$ cat src/rtl/edq_pkg.sv
package edq_pkg;

  localparam int CODE_W = 4;
  localparam int CNT_W  = 9;

  typedef enum logic [1:0] {
    ST_LOW       = 2'd0,
    ST_RISE_WAIT = 2'd1,
    ST_HIGH      = 2'd2,
    ST_FALL_WAIT = 2'd3
  } edq_state_e;

  // Delay code to tick count (1 tick = 1 ms)
  function automatic logic [CNT_W-1:0] edq_code_ticks(input logic [CODE_W-1:0] code);
    logic [CNT_W-1:0] t;
    case (code)
      4'd0:    t = 9'd0;
      4'd1:    t = 9'd1;
      4'd2:    t = 9'd5;
      4'd3:    t = 9'd10;
      4'd4:    t = 9'd20;
      4'd5:    t = 9'd30;
      4'd6:    t = 9'd50;
      4'd7:    t = 9'd75;
      4'd8:    t = 9'd100;
      4'd9:    t = 9'd150;
      4'd10:   t = 9'd200;
      4'd11:   t = 9'd250;
      4'd12:   t = 9'd300;
      4'd13:   t = 9'd350;
      4'd14:   t = 9'd400;
      default: t = 9'd500;
    endcase
    return t;
  endfunction

endpackage

$ cat src/rtl/edq_sync.sv
module edq_sync #(
  parameter int STAGES = 2
) (
  input  logic clk,
  input  logic rst,
  input  logic d,
  output logic q
);
  logic [STAGES-1:0] chain;

  always_ff @(posedge clk) begin
    if (rst) chain <= '0;
    else     chain <= {chain[STAGES-2:0], d};
  end

  assign q = chain[STAGES-1];
endmodule

$ cat src/rtl/edq_delay_lut.sv
module edq_delay_lut
  import edq_pkg::*;
#(
  parameter int LUT_CODE_W = CODE_W,
  parameter int LUT_CNT_W  = CNT_W
) (
  input  logic [LUT_CODE_W-1:0] code,
  output logic [LUT_CNT_W-1:0]  ticks
);
  assign ticks = LUT_CNT_W'(edq_code_ticks(CODE_W'(code)));
endmodule

$ cat src/rtl/edq_edge_timer.sv
module edq_edge_timer
  import edq_pkg::*;
#(
  parameter int TMR_CNT_W = CNT_W
) (
  input  logic                 clk,
  input  logic                 rst,
  input  logic                 tick,
  input  logic                 lvl,
  input  logic [TMR_CNT_W-1:0] rise_ticks,
  input  logic [TMR_CNT_W-1:0] fall_ticks,
  output logic                 q
);
  edq_state_e           state, state_n;
  logic [TMR_CNT_W-1:0] cnt, cnt_n;
  logic [TMR_CNT_W-1:0] tgt, tgt_n;
  logic [TMR_CNT_W-1:0] cnt_inc;
  logic                 done;

  assign cnt_inc = cnt + 1'b1;
  assign done    = tick && (cnt_inc == tgt);

  always_comb begin
    state_n = state;
    cnt_n   = cnt;
    tgt_n   = tgt;
    unique case (state)
      ST_LOW: begin
        if (lvl) begin
          cnt_n = '0;
          if (rise_ticks == '0) begin
            state_n = ST_HIGH;
          end else begin
            state_n = ST_RISE_WAIT;
            tgt_n   = rise_ticks;
          end
        end
      end
      ST_RISE_WAIT: begin
        if (!lvl) begin
          state_n = ST_LOW;
          cnt_n   = '0;
        end else if (done) begin
          state_n = ST_HIGH;
          cnt_n   = '0;
        end else if (tick) begin
          cnt_n = cnt_inc;
        end
      end
      ST_HIGH: begin
        if (!lvl) begin
          cnt_n = '0;
          if (fall_ticks == '0) begin
            state_n = ST_LOW;
          end else begin
            state_n = ST_FALL_WAIT;
            tgt_n   = fall_ticks;
          end
        end
      end
      ST_FALL_WAIT: begin
        if (lvl) begin
          state_n = ST_HIGH;
          cnt_n   = '0;
        end else if (done) begin
          state_n = ST_LOW;
          cnt_n   = '0;
        end else if (tick) begin
          cnt_n = cnt_inc;
        end
      end
      default: begin
        state_n = ST_LOW;
        cnt_n   = '0;
      end
    endcase
  end

  always_ff @(posedge clk) begin
    if (rst) begin
      state <= ST_LOW;
      cnt   <= '0;
      tgt   <= '0;
    end else begin
      state <= state_n;
      cnt   <= cnt_n;
      tgt   <= tgt_n;
    end
  end

  assign q = (state == ST_HIGH) || (state == ST_FALL_WAIT);
endmodule

$ cat src/rtl/asym_edge_qualifier.sv
module asym_edge_qualifier
  import edq_pkg::*;
#(
  parameter int EQ_CODE_W = CODE_W,
  parameter int EQ_CNT_W  = CNT_W,
  parameter int SYNC_LEN  = 2
) (
  input  logic                   clk,
  input  logic                   rst,
  input  logic                   tick_ms,
  input  logic                   din,
  input  logic [2*EQ_CODE_W-1:0] cfg,
  output logic                   dout
);
  localparam int NUM_EDGES = 2;

  logic                lvl_s;
  logic [EQ_CNT_W-1:0] edge_ticks [NUM_EDGES];

  edq_sync #(.STAGES(SYNC_LEN)) u_sync (
    .clk (clk),
    .rst (rst),
    .d   (din),
    .q   (lvl_s)
  );

  // index 0: rising-edge code, index 1: falling-edge code
  for (genvar e = 0; e < NUM_EDGES; e++) begin : g_lut
    edq_delay_lut #(
      .LUT_CODE_W (EQ_CODE_W),
      .LUT_CNT_W  (EQ_CNT_W)
    ) u_lut (
      .code  (cfg[e*EQ_CODE_W +: EQ_CODE_W]),
      .ticks (edge_ticks[e])
    );
  end

  edq_edge_timer #(.TMR_CNT_W(EQ_CNT_W)) u_timer (
    .clk        (clk),
    .rst        (rst),
    .tick       (tick_ms),
    .lvl        (lvl_s),
    .rise_ticks (edge_ticks[0]),
    .fall_ticks (edge_ticks[1]),
    .q          (dout)
  );
endmodule

$ cat config.mk
export PLATFORM = sky130hd
export DESIGN_NAME = asym_edge_qualifier
export DESIGN_NICKNAME = d
export VERILOG_FILES = /design/src/rtl/edq_pkg.sv /design/src/rtl/edq_sync.sv /design/src/rtl/edq_delay_lut.sv /design/src/rtl/edq_edge_timer.sv /design/src/rtl/asym_edge_qualifier.sv
export SDC_FILE = /design/constraint.sdc
export NUM_CORES = 1
export LEC_CHECK = 0
export ABC_CLOCK_PERIOD_IN_PS = 2800
export BUFFER_PORTS_ARGS = -buffer_cell sky130_fd_sc_hd__buf_2
export CAP_MARGIN = 20
export CORE_AREA = 2 2 60 62
export DETAILED_ROUTE_END_ITERATION = 16
export DIE_AREA = 0 0 62 64
export PLACE_DENSITY = 0.71
export REMOVE_ABC_BUFFERS = 1
export SYNTH_ARGS = -nofsm -noshare
export SYNTH_HDL_FRONTEND = slang
export SYNTH_SLANG_ARGS = --single-unit
$ cat constraint.sdc
create_clock -name clk -period 2.8 [get_ports clk]
set_input_delay 0.56 -clock clk [delete_from_list [all_inputs] [get_ports clk]]
set_output_delay 0.56 -clock clk [all_outputs]
set_load 0.05 [all_outputs]
======== After elaboration in Yosys (flattened, before gate mapping) ========
Memory sizes are Yosys's and may differ from the RTL's.
Index checks and enable logic that the tools add are counted.
storage, ports and cells
  register bits ........................... 22
  ROM bits ................................ 288
  input port bits ......................... 12
  output and inout bits ................... 1
  word-level logic and storage cells ...... 47
  memories kept ........................... 2
cells by class
  add/subtract/negate cells ............... 1
  eq/ne operators ......................... 10
  mux-type cells .......................... 21
  reductions and logical operators ........ 9
memory list
  name             depth  bits a word  read ports  clocked after Yosys merged registers in  wr ports  line           source
  (no name shown)  16     9            1           0                                        0         edq_pkg.sv:16  case (code)
  (no name shown)  16     9            1           0                                        0         edq_pkg.sv:16
operators with widths
  kind                                                                     number
  9-bit two-way mux                                                        10
  9-bit case mux with 4 select lines                                       1
  9-bit zero test                                                          2
  9-bit case mux with 2 select lines                                       1
  2-bit two-way mux                                                        8
  9-bit by 1-bit adder with 9-bit output, second input constant            1
  9-bit equality test                                                      1
  2-bit inequality test, second input constant                             4
  2-bit case mux with 4 select lines                                       1
  3-bit by 2-bit inequality test with 1-bit output, second input constant  2
  5-bit AND reduction                                                      1
  2-bit equality test, second input constant                               2
  4-bit AND reduction                                                      1
  2-bit by 1-bit equality test with 1-bit output, second input constant    1
  2-bit zero test                                                          1
  2-bit AND reduction                                                      1
  2-bit nonzero test                                                       1
  1-bit logical AND                                                        1
  1-bit logical OR                                                         1

======== Logic depth before layout (Yosys ltp) ========
Gate-level depths: netlist of the first run.
  word-level depth ........................ 6
  gate-level depth with buffers ........... 10
  mapped depth without buffers ............ 9

======== Modules after synthesis ========
A second synthesis of the first run with hierarchy kept.
unflattened totals
  cell total of the unflattened synthesis .. 235
  area total of the unflattened synthesis .. 2040.7 um2
modules (own cells, without submodules)
  module                          times used  cells each  area each (um2)  seq. area each (um2)
  edq_edge_timer                  1           154         1378.8           400.4
  edq_delay_lut (g_lut[1].u_lut)  1           37          310.3            0.0
  edq_delay_lut (g_lut[0].u_lut)  1           40          299.0            0.0
  edq_sync                        1           4           52.6             40.0

======== Least setup slack after synthesis of the first run ========
Ideal clock, no wire load.
  path kind ............................... input to register
  start ................................... input port cfg[4]
  end ..................................... register u_timer.state[0]
  setup time .............................. 128 ps
  data arrival time ....................... 2213 ps
  data required time ...................... 2672 ps
  setup slack ............................. 459 ps
  stages .................................. 8
  path buffers ............................ 1
  cell sequence ........................... ha_1 or4_1 o21ai_0 mux2i_1 nand2_1 clkbuf_1 o21a_1 nor2_1
between the ends
  word-level cells in the longest chain between the ends .. 5
RTL lines
  element                             line                       source
  start: declaration                  asym_edge_qualifier.sv:12  input logic [2*EQ_CODE_W-1:0] cfg,
  memory 16 x 9 bit                   --
  9-bit zero test                     edq_edge_timer.sv:53       if (fall_ticks == '0) begin
  2-bit two-way mux                   edq_edge_timer.sv:53
  2-bit two-way mux                   edq_edge_timer.sv:51       if (!lvl) begin
  2-bit case mux with 4 select lines  edq_edge_timer.sv:27       unique case (state)
  end signal: assignment              edq_edge_timer.sv:85       state <= state_n;
  end: declaration                    edq_edge_timer.sv:14       edq_state_e state, state_n;
No other way between the ends. The select of a mux whose other input is x is not followed.
A chain may end at the register's enable or synchronous reset.

======== Worst setup path after layout of the first run ========
  start ................................... register u_timer.cnt[0]
  end ..................................... register u_timer.cnt[3]
between the ends
  word-level cells in the longest chain between the ends .. 6
  elaborated cells on any way between the ends .. 8
  classes of those cells .................. 1 x add/sub; 1 x eq/ne; 5 x mux; 1 x reduce/logical
RTL lines
  element                                   line                                        source
  start: declaration                        edq_edge_timer.sv:15                        logic [TMR_CNT_W-1:0] cnt, cnt_n;
  start signal: assignment                  edq_edge_timer.sv:86                        cnt <= cnt_n;
  9-bit by 1-bit adder with 9-bit output *  edq_edge_timer.sv:20                        assign cnt_inc = cnt + 1'b1;
  9-bit equality test                       edq_edge_timer.sv:21                        assign done = tick && (cnt_inc == tgt);
  1-bit logical AND                         edq_edge_timer.sv:21
  9-bit two-way mux *                       edq_edge_timer.sv:65                        end else if (done) begin
  9-bit two-way mux (on tied branches)      edq_edge_timer.sv:62, edq_edge_timer.sv:40
  9-bit case mux with 4 select lines *      edq_edge_timer.sv:27
Mark *: on every way between the ends. The rest lies on a longest branch, timed or not.

==> results.cfg, run 1 <==
[synthesis]
synth.area.top_cells = dfxtp_1 (24%), ha_1 (8.8%), a21oi_1 (7.3%)
ys_seq_area_frac = 0.239
synthCells = 245
synth_edf_count = 0
synth_top_area_cell = dfxtp_1
syn_area_per_cell_um2 = 7.52
synth_top_area_frac = 0.239
ys_types = 47
yosysWarningCount = 0
ys_async_sr_fraction = 0
syn_area_um2 = 1840
synth_flop_cell = dfxtp_1
synth-seq-cells = 22

[timing]
fmax_mhz = 399
tns_ns = 0
finalClockSkew_ns = 0.00464
fin_crit_ns = 2.51
rsz0062_at_grt = no
hold_viol = 0
slew_headroom = 0.600
setup_viol = 0
fin_crit_sh = 0.895
maxSlewViolCount = 0
worstMarginPinSlew_ns = 0.600

[finish]
final_common_cell = a21oi_1
drive_gt1_frac = 0.0939
area_delta_synth_final_pct = 4.28
final_nets = 271
final_area_um2 = 1920
antenna_cells = 0
final_cell_mix = a21oi_1 (27), nor2_1 (25), dfxtp_1 (22)

[setup_path]
critical_path_arrival_ns = 2.76
cp_max_fo = 5
worstSetupEndpoint = u_timer.cnt[3]
r2r-end = u_timer.cnt[3]
r2r_slack_ns = 0.29
cp.required_ns = 3.05
reg2reg_from = u_timer.cnt[0]
worst_r2r_path_depth = 9
end_kind = register
crit_type = register to register
crit_path_start_kind = register
worstSetupStartpoint = u_timer.cnt[0]

[floorplanning]
initial_core_util = 0.561
die_w_um = 62
die_h_um = 64
fp-row-count = 21
ios = 13
die_area_um2 = 3970
fp.coreArea_um2 = 3280

[status]
outcome = finished clean

[detailed_routing]
viasPerCell = 5.79
avgRoutedWirePerCell_um = 13.3
routed_wl_um = 3870
vias = 1685
drc_errors = 0
ant_nets = 0
drt_iter0_drc = 119
first_pass_iters = 4

[power_and_ir_drop]
cellInternalPower_mw = 0.448
p_seq_frac = 0.525
clock_power_share = 0.282
swShare = 0.279
power_frac_comb = 0.193
p_per_area_nw_per_um2 = 324
p_total_mw = 0.622
leakage_nw = 0.768
ir_worst_vdd_v = 0.000285
power_switching_mw = 0.174

[flow_run]
max-cap-violations = 0

[cts]
cts_tree = built
cts.sinks = 22
clk_transition_reported_paths_ns = 0.11
cts_hold_buffers = 0
post-cts-setup-buffers = 0
ctsResizeCount = 0
clk_latency_ns = 0.31
htree_levels = 1
cts-buffers-inserted = 3
root_buffer = clkbuf_4
ctsLongestPathBuffers = 2

[placement]
hpwl_um = 2890
io_buffers = 12
gp_congestion = 0.947
placed_cell_area_um2 = 1880

[global_routing]
grt_pass1_wl_um = 6740
grt_antenna_before_repair = 0
overflow = 0
grt_usage = 0.217
grt_start_max_net_pins = 21
grt_pass1_vias = 1483

[hold_path]
hold_path_class = register to register
[state kept, by name, summed over array words and instances, names as in the netlist]
name / flops
u_timer.cnt: 9
u_sync.chain: 2
u_timer.state: 2
u_timer.tgt: 9
[metrics by stage]
stage          setup WS [ns]  utilization  hold slack (ns)  std cells
3_5_place_dp           0.266        0.574            0.429        287
4_1_cts                0.307        0.585            0.461        291
3_3_place_gp           0.290        0.574            0.439        287
2_1_floorplan          0.525            -            0.414        226
6_report               0.294        0.585            0.456        291
5_1_grt                0.155        0.585            0.453        291
[synth_stat cells, types with 3 or more instances]
library cell and number:
a211oi_1 9, a21oi_1 27, a22o_1 3, buf_6 3, clkbuf_1 13, dfxtp_1 22
ha_1 13, inv_1 10, mux2i_1 9, nand2_1 16, nand3_1 10, nor2_1 25
nor2b_1 10, nor3_1 10, nor4_1 3, o21ai_0 13, or3_1 3, xnor2_1 6
xor2_1 5
[power groups by stage]
| stage | Combinational [mW] | Sequential, mW | Clock [mW] |
|---|---|---|---|
| after floorplan | 0.0766 | 0.332 | 0 |
| after global placement | 0.118 | 0.333 | 0 |
| after detailed placement | 0.118 | 0.333 | 0 |
| after CTS | 0.119 | 0.326 | 0.180 |
| after global routing | 0.138 | 0.328 | 0.193 |
| final | 0.120 | 0.326 | 0.176 |
[layout make-up]
cell class / instances / area, um2
Clock buffer: 4 / 36.3
Fill cell: 310 / 1360
Inverter: 10 / 37.5
Multi-Input combinational cell: 194 / 1270
Sequential cell: 22 / 440
Tap cell: 46 / 57.6
Timing Repair Buffer: 15 / 82.6
[logic make-up (layout without fill, tap and decap cells)]
logic type                 after synthesis  after routing  share of synthesized area
muxes                                   10             10                     0.0550
buffers and inverters                   29             29                     0.0734
xor gates and xnor gates                11             11                     0.0523
adders and majority gates               13             13                     0.0883
AOI/OAI and AO/OA                       70             70                      0.247
and+or+nand+nor                         90             90                      0.245
DFF                                     22             22                      0.239
[per-layer routing]
metal,part of all wire,global-route usage,vias to the layer above
li1,-,-,876
met1,0.51,0.344,769
met2,0.42,0.305,34
met3,0.049,0.0364,6
met4,0.012,0.0399,0
met5,0,0,-
[how the worst min path moves through the flow]
stage               startpoint               to  slack (ns)  cells past startpoint
2_1_floorplan  u_sync.chain[0]  u_sync.chain[1]        0.41                      1
3_3_place_gp   u_sync.chain[0]  u_sync.chain[1]        0.44                      1
3_5_place_dp   u_sync.chain[0]  u_sync.chain[1]        0.43                      1
4_1_cts        u_sync.chain[0]  u_sync.chain[1]        0.46                      1
5_1_grt                    din  u_sync.chain[0]        0.45                      2
6_report       u_sync.chain[0]  u_sync.chain[1]        0.46                      1
[critical path, stage by stage (launching register included)]
cell and delay (ns):
dfxtp_1 0.42, ha_1 0.29, nand3_1 0.12, or2_1 0.28, o311a_1 0.38, o221ai_2 0.21, nor4_1 0.09, buf_4 0.15
o41a_1 0.36, a21oi_1 0.14
Note: power is estimated with default switching activity, not from simulation.
==> inputs of run 2 (changes only) <==
- CORE_AREA: 2 2 60 62 -> 2 2 63 65
- DIE_AREA: 0 0 62 64 -> 0 0 65 67
- SYNTH_HIERARCHICAL: unset -> 1
==> run 2 against run 1 <==
Die area is 9.8% higher. Critical path depth is 3 higher. Non-clock buffer count grew 19. Register-to-register slack got worse by 0.02 ns. Cell count rose by 4.5%. Synthesized area increased by 11%. Total power up 15%. Via count increased by 3.7%. Clock power increased by 9%. Core utilization increased by 4.0 points. First-iteration DRC count rose by 27%. Critical path type is now input port to register. Largest cell class unchanged.
==> results.cfg, run 2 <==
[synthesis]
synth_edf_count = 0
yosysWarningCount = 6
ys_types = 58
syn_area_per_cell_um2 = 8.68
synth_flop_cell = dfxtp_1
synth.area.top_cells = dfxtp_1 (22%), ha_1 (9.2%), mux2i_1 (6.9%)
ys_async_sr_fraction = 0
synth_top_area_frac = 0.216
synth-seq-cells = 22
synth_top_area_cell = dfxtp_1
ys_seq_area_frac = 0.216
synthCells = 235
syn_area_um2 = 2040
synth_common_cells = dfxtp_1 (22), nand2_1 (21), nor2_1 (18)
synth_most_common_cell = dfxtp_1

[hold_path]
hold_path_class = register to register
holdPathStages = 1

[detailed_routing]
ant_nets = 0
viasPerCell = 5.75
drt_iter0_drc = 151
avgRoutedWirePerCell_um = 13.2
drc_errors = 0
routed_wl_um = 4010
vias = 1747
first_pass_iters = 4

[setup_path]
slowest_delay_ns = 0.52
cp_max_fo = 6
cp.required_ns = 2.94
r2r_slack_ns = 0.27
critical_path_arrival_ns = 2.88
worstPathCellList = buf_2 -> ha_1 -> mux2_2 -> nand2_1 -> o21ai_0 -> or4_4 -> o41ai_4 -> mux2i_1 -> and2_1 -> buf_4 -> nor2_1 -> a211oi_2
crit_type = input port to register
end_kind = register
worst_r2r_path_depth = 8
crit_path_start_kind = input port
slowest_stage = or4_4

[cts]
clk_transition_reported_paths_ns = 0.07
htree_levels = 1
cts-buffers-inserted = 3
cts_hold_buffers = 0
post-cts-setup-buffers = 0
clk_latency_ns = 0.26
cts_tree = built
ctsLongestPathBuffers = 2
root_buffer = clkbuf_8
cts.sinks = 22
ctsResizeCount = 0

[global_routing]
grt_start_max_net_pins = 17
grt_pass1_vias = 1490
grt_usage = 0.196
grt_pass1_wl_um = 6730
grt_antenna_before_repair = 0
overflow = 0

[finish]
drive_gt1_frac = 0.281
area_delta_synth_final_pct = 10.4
final_cell_mix = dfxtp_1 (22), nand2_1 (21), buf_4 (21)
final_core_util = 0.625
final_nets = 285
final_area_um2 = 2250
antenna_cells = 0
fillerInstances = 336
reg_top3 = u_timer/cnt: 9 flops, u_timer/tgt: 9 flops
final_common_cell = dfxtp_1

[timing]
tns_ns = 0
maxSlewViolCount = 0
fin_crit_ns = 2.74
hold_viol = 0
setup_viol = 0
worstMarginPinSlew_ns = 0.430
fin_crit_sh = 0.979
finalClockSkew_ns = 0.00285
slew_headroom = 0.713
hold_ws_ns = 0.456
fmax_mhz = 365

[floorplanning]
die_h_um = 67
fp-row-count = 22
initial_core_util = 0.566
die_w_um = 65
ios = 13
fp.coreArea_um2 = 3610
die_area_um2 = 4360

[power_and_ir_drop]
ir_worst_vdd_v = 0.000217
p_total_mw = 0.713
leakage_nw = 0.871
p_per_area_nw_per_um2 = 317

[placement]
placed_cell_area_um2 = 2190
hpwl_um = 3110
io_buffers = 12
gp_congestion = 0.881

[status]
outcome = finished clean

[flow_run]
max-cap-violations = 0
run 2: cells by family (layout without fill, tap and decap cells):
family	Yosys count	count (layout)	synth area share
flops	22	22	0.216
mux	17	17	0.0907
compound gates	55	55	0.229
fa+ha+maj	15	15	0.0920
simple gates	87	87	0.226
xor+xnor	13	13	0.0595
buf+inv	26	47	0.0865
run 2: layout make-up:
class / count / area, um2 / share of cell area
multi-input cells: 187 / 1440 / 0.641
flip-flops and latches: 22 / 440 / 0.196
repair buffers: 34 / 229 / 0.102
well taps: 48 / 60.1 / 0.0267
clock buffers: 3 / 41.3 / 0.0183
inverters: 10 / 37.5 / 0.0167
run 2: power by group:
part	leakage, nW	internal [mW]	total (mW)	switching [mW]
Sequential	0.179	0.322	0.330	0.00800
Clock	0.0216	0.0960	0.192	0.0963
Combinational	0.670	0.0884	0.191	0.103
Total	0.871	0.506	0.713	0.207
run 2: worst paths after layout:
check | startpoint | to
setup / recovery | cfg[4] | u_timer/tgt[0]
hold reg to reg | u_sync/chain[0] | u_sync/chain[1]
hold / removal | u_sync/chain[0] | u_sync/chain[1]
setup reg to reg | u_timer/cnt[1] | u_timer/cnt[2]
run 2: metrics by stage:
stage | setup slack [ns] | instances
6_report | 0.0602 | 304
5_1_grt | -0.00597 | 304
4_1_cts | 0.0381 | 304
3_5_place_dp | -0.243 | 301
3_3_place_gp | -0.168 | 301
2_1_floorplan | -0.0983 | 219
run 2: critical path, delay by kind of cell:
family | cells | cell delay, ns
simple gates | 4 | 0.91
compound gates | 3 | 0.50
mux | 2 | 0.38
buf+inv | 2 | 0.29
fa+ha+maj | 1 | 0.22
run 2: layer usage:
metal	wire length (um)	global-route usage	vias to the layer above	part of all wire
met2	1770	0.293	45	0.44
met3	210	0.0405	0	0.052
li1	-	-	886	-
met1	2040	0.292	816	0.51
met5	0	0	-	0
met4	0	0.0293	0	0
==> inputs of run 3 (changes only) <==
- CORE_AREA: 2 2 63 65 -> 2 2 64 66
- DIE_AREA: 0 0 65 67 -> 0 0 66 68
- PLACE_DENSITY: 0.71 -> 0.69
==> run 3 against run 2 <==
Global-route usage about the same. Routed wire length increased by 2.4%. Register-to-register slack got worse by 0.02 ns. Setup slack improved by 0.088 ns. Critical path depth unchanged. Hold slack improved by 0.0070 ns. Count of clock-buffer cells in the layout increased by 1. Sequential cell count unchanged. Largest cell class unchanged. Highest routed layer is now met4.
==> results.cfg, run 3 (same netlist as run 2, synthesis figures left out) <==
[status]
outcome = finished clean

[detailed_routing]
routed_wl_um = 4110
drt_iter0_drc = 132
ant_nets = 0
avgRoutedWirePerCell_um = 13.6
drc_errors = 0
vias = 1712
viasPerCell = 5.65
first_pass_iters = 4

[timing]
setup_ws_ns = 0.148
rsz0062_at_grt = no
finalClockSkew_ns = 0.00392
tns_ns = 0
fin_crit_sh = 0.947
hold_ws_ns = 0.463
maxSlewViolCount = 0
fmax_mhz = 377
hold_viol = 0
setup_viol = 0
slew_headroom = 0.663
worstMarginPinSlew_ns = 0.506
fin_crit_ns = 2.65

[cts]
post-cts-setup-buffers = 0
cts_tree = built
htree_levels = 1
cts-buffers-inserted = 3
cts.sinks = 22
ctsResizeCount = 0
ctsLongestPathBuffers = 2
cts_hold_buffers = 0
clk_latency_ns = 0.27
root_buffer = clkbuf_8
clk_transition_reported_paths_ns = 0.08

[power_and_ir_drop]
p_total_mw = 0.750
p_per_area_nw_per_um2 = 333
swShare = 0.286
leakage_nw = 0.862
cellInternalPower_mw = 0.535
ir_worst_vdd_v = 0.000176
power_switching_mw = 0.215
p_seq_frac = 0.440
power_frac_comb = 0.254
clock_power_share = 0.306

[hold_path]
hold_path_class = register to register
holdPathStages = 1

[floorplanning]
initial_core_util = 0.529
die_area_um2 = 4490
die_h_um = 68
fp.coreArea_um2 = 3860
ios = 13
die_w_um = 66
fp-row-count = 23

[finish]
area_delta_synth_final_pct = 10.4
multi_input_area_um2 = 1450
fillerInstances = 371
final_common_cell = dfxtp_1
drive_gt1_frac = 0.277
reg_top3 = u_timer/cnt: 9 flops, u_timer/tgt: 9 flops
final_cell_mix = dfxtp_1 (22), nand2_1 (21), buf_4 (17)
final_nets = 281
final_cells = 303
regArea_um2 = 440
antenna_cells = 0
final_core_util = 0.584
final_area_um2 = 2250

[global_routing]
overflow = 0
grt_usage = 0.196
grt_pass1_vias = 1462
grt_antenna_before_repair = 0
grt_pass1_wl_um = 6840
grt_start_max_net_pins = 20

[setup_path]
critical_path_arrival_ns = 2.80
worst_r2r_path_depth = 8
cp.required_ns = 2.95
cp_max_fo = 19
crit_type = input port to register
crit_path_start_kind = input port
end_kind = register

[placement]
io_buffers = 12
dp_cells = 299
dp_slack_ns = -0.231
placed_cell_area_um2 = 2170
hpwl_um = 3220
gp_congestion = 0.749

[flow_run]
max-cap-violations = 0
[run 3: cell type report]
| type | instances | share of cell area |
|---|---|---|
| multi-input combinational | 187 | 0.644 |
| sequential | 22 | 0.195 |
| timing repair buffer | 30 | 0.0922 |
| tap | 50 | 0.0278 |
| clock buffer | 4 | 0.0244 |
| inverter | 10 | 0.0167 |
[run 3: critical path, cell delays in order]
cell,delay [ns]
buf_2,0.14
inv_1,0.08
ha_2,0.19
inv_1,0.04
mux4_2,0.46
or3_4,0.41
o41ai_4,0.30
mux2i_1,0.12
and2_4,0.18
buf_12,0.15
nor2_1,0.12
a211oi_2,0.06
[run 3: power by group through the flow]
stage	Sequential (mW)	Combinational [mW]	Clock, mW
2_1_floorplan	0.334	0.113	0
3_3_place_gp	0.336	0.182	0
3_5_place_dp	0.336	0.185	0
4_1_cts	0.329	0.186	0.233
5_1_grt	0.332	0.211	0.252
6_report	0.330	0.190	0.229
[run 3: metal layers]
| metal | part of all wire | GRT usage | wire length, um | up-vias |
|---|---|---|---|---|
| li1 | - | - | - | 879 |
| met1 | 0.45 | 0.250 | 1860 | 790 |
| met2 | 0.50 | 0.342 | 2060 | 38 |
| met3 | 0.030 | 0.0197 | 124 | 5 |
| met4 | 0.016 | 0.0740 | 64 | 0 |
| met5 | 0 | 0 | 0 | - |
[run 3: worst paths after layout]
kind | from | to | slack [ns]
setup reg to reg | u_timer/cnt[0] | u_timer/cnt[6] | 0.25
hold / removal | u_sync/chain[0] | u_sync/chain[1] | 0.46
setup / recovery | cfg[4] | u_timer/tgt[5] | 0.15
hold reg to reg | u_sync/chain[0] | u_sync/chain[1] | 0.46
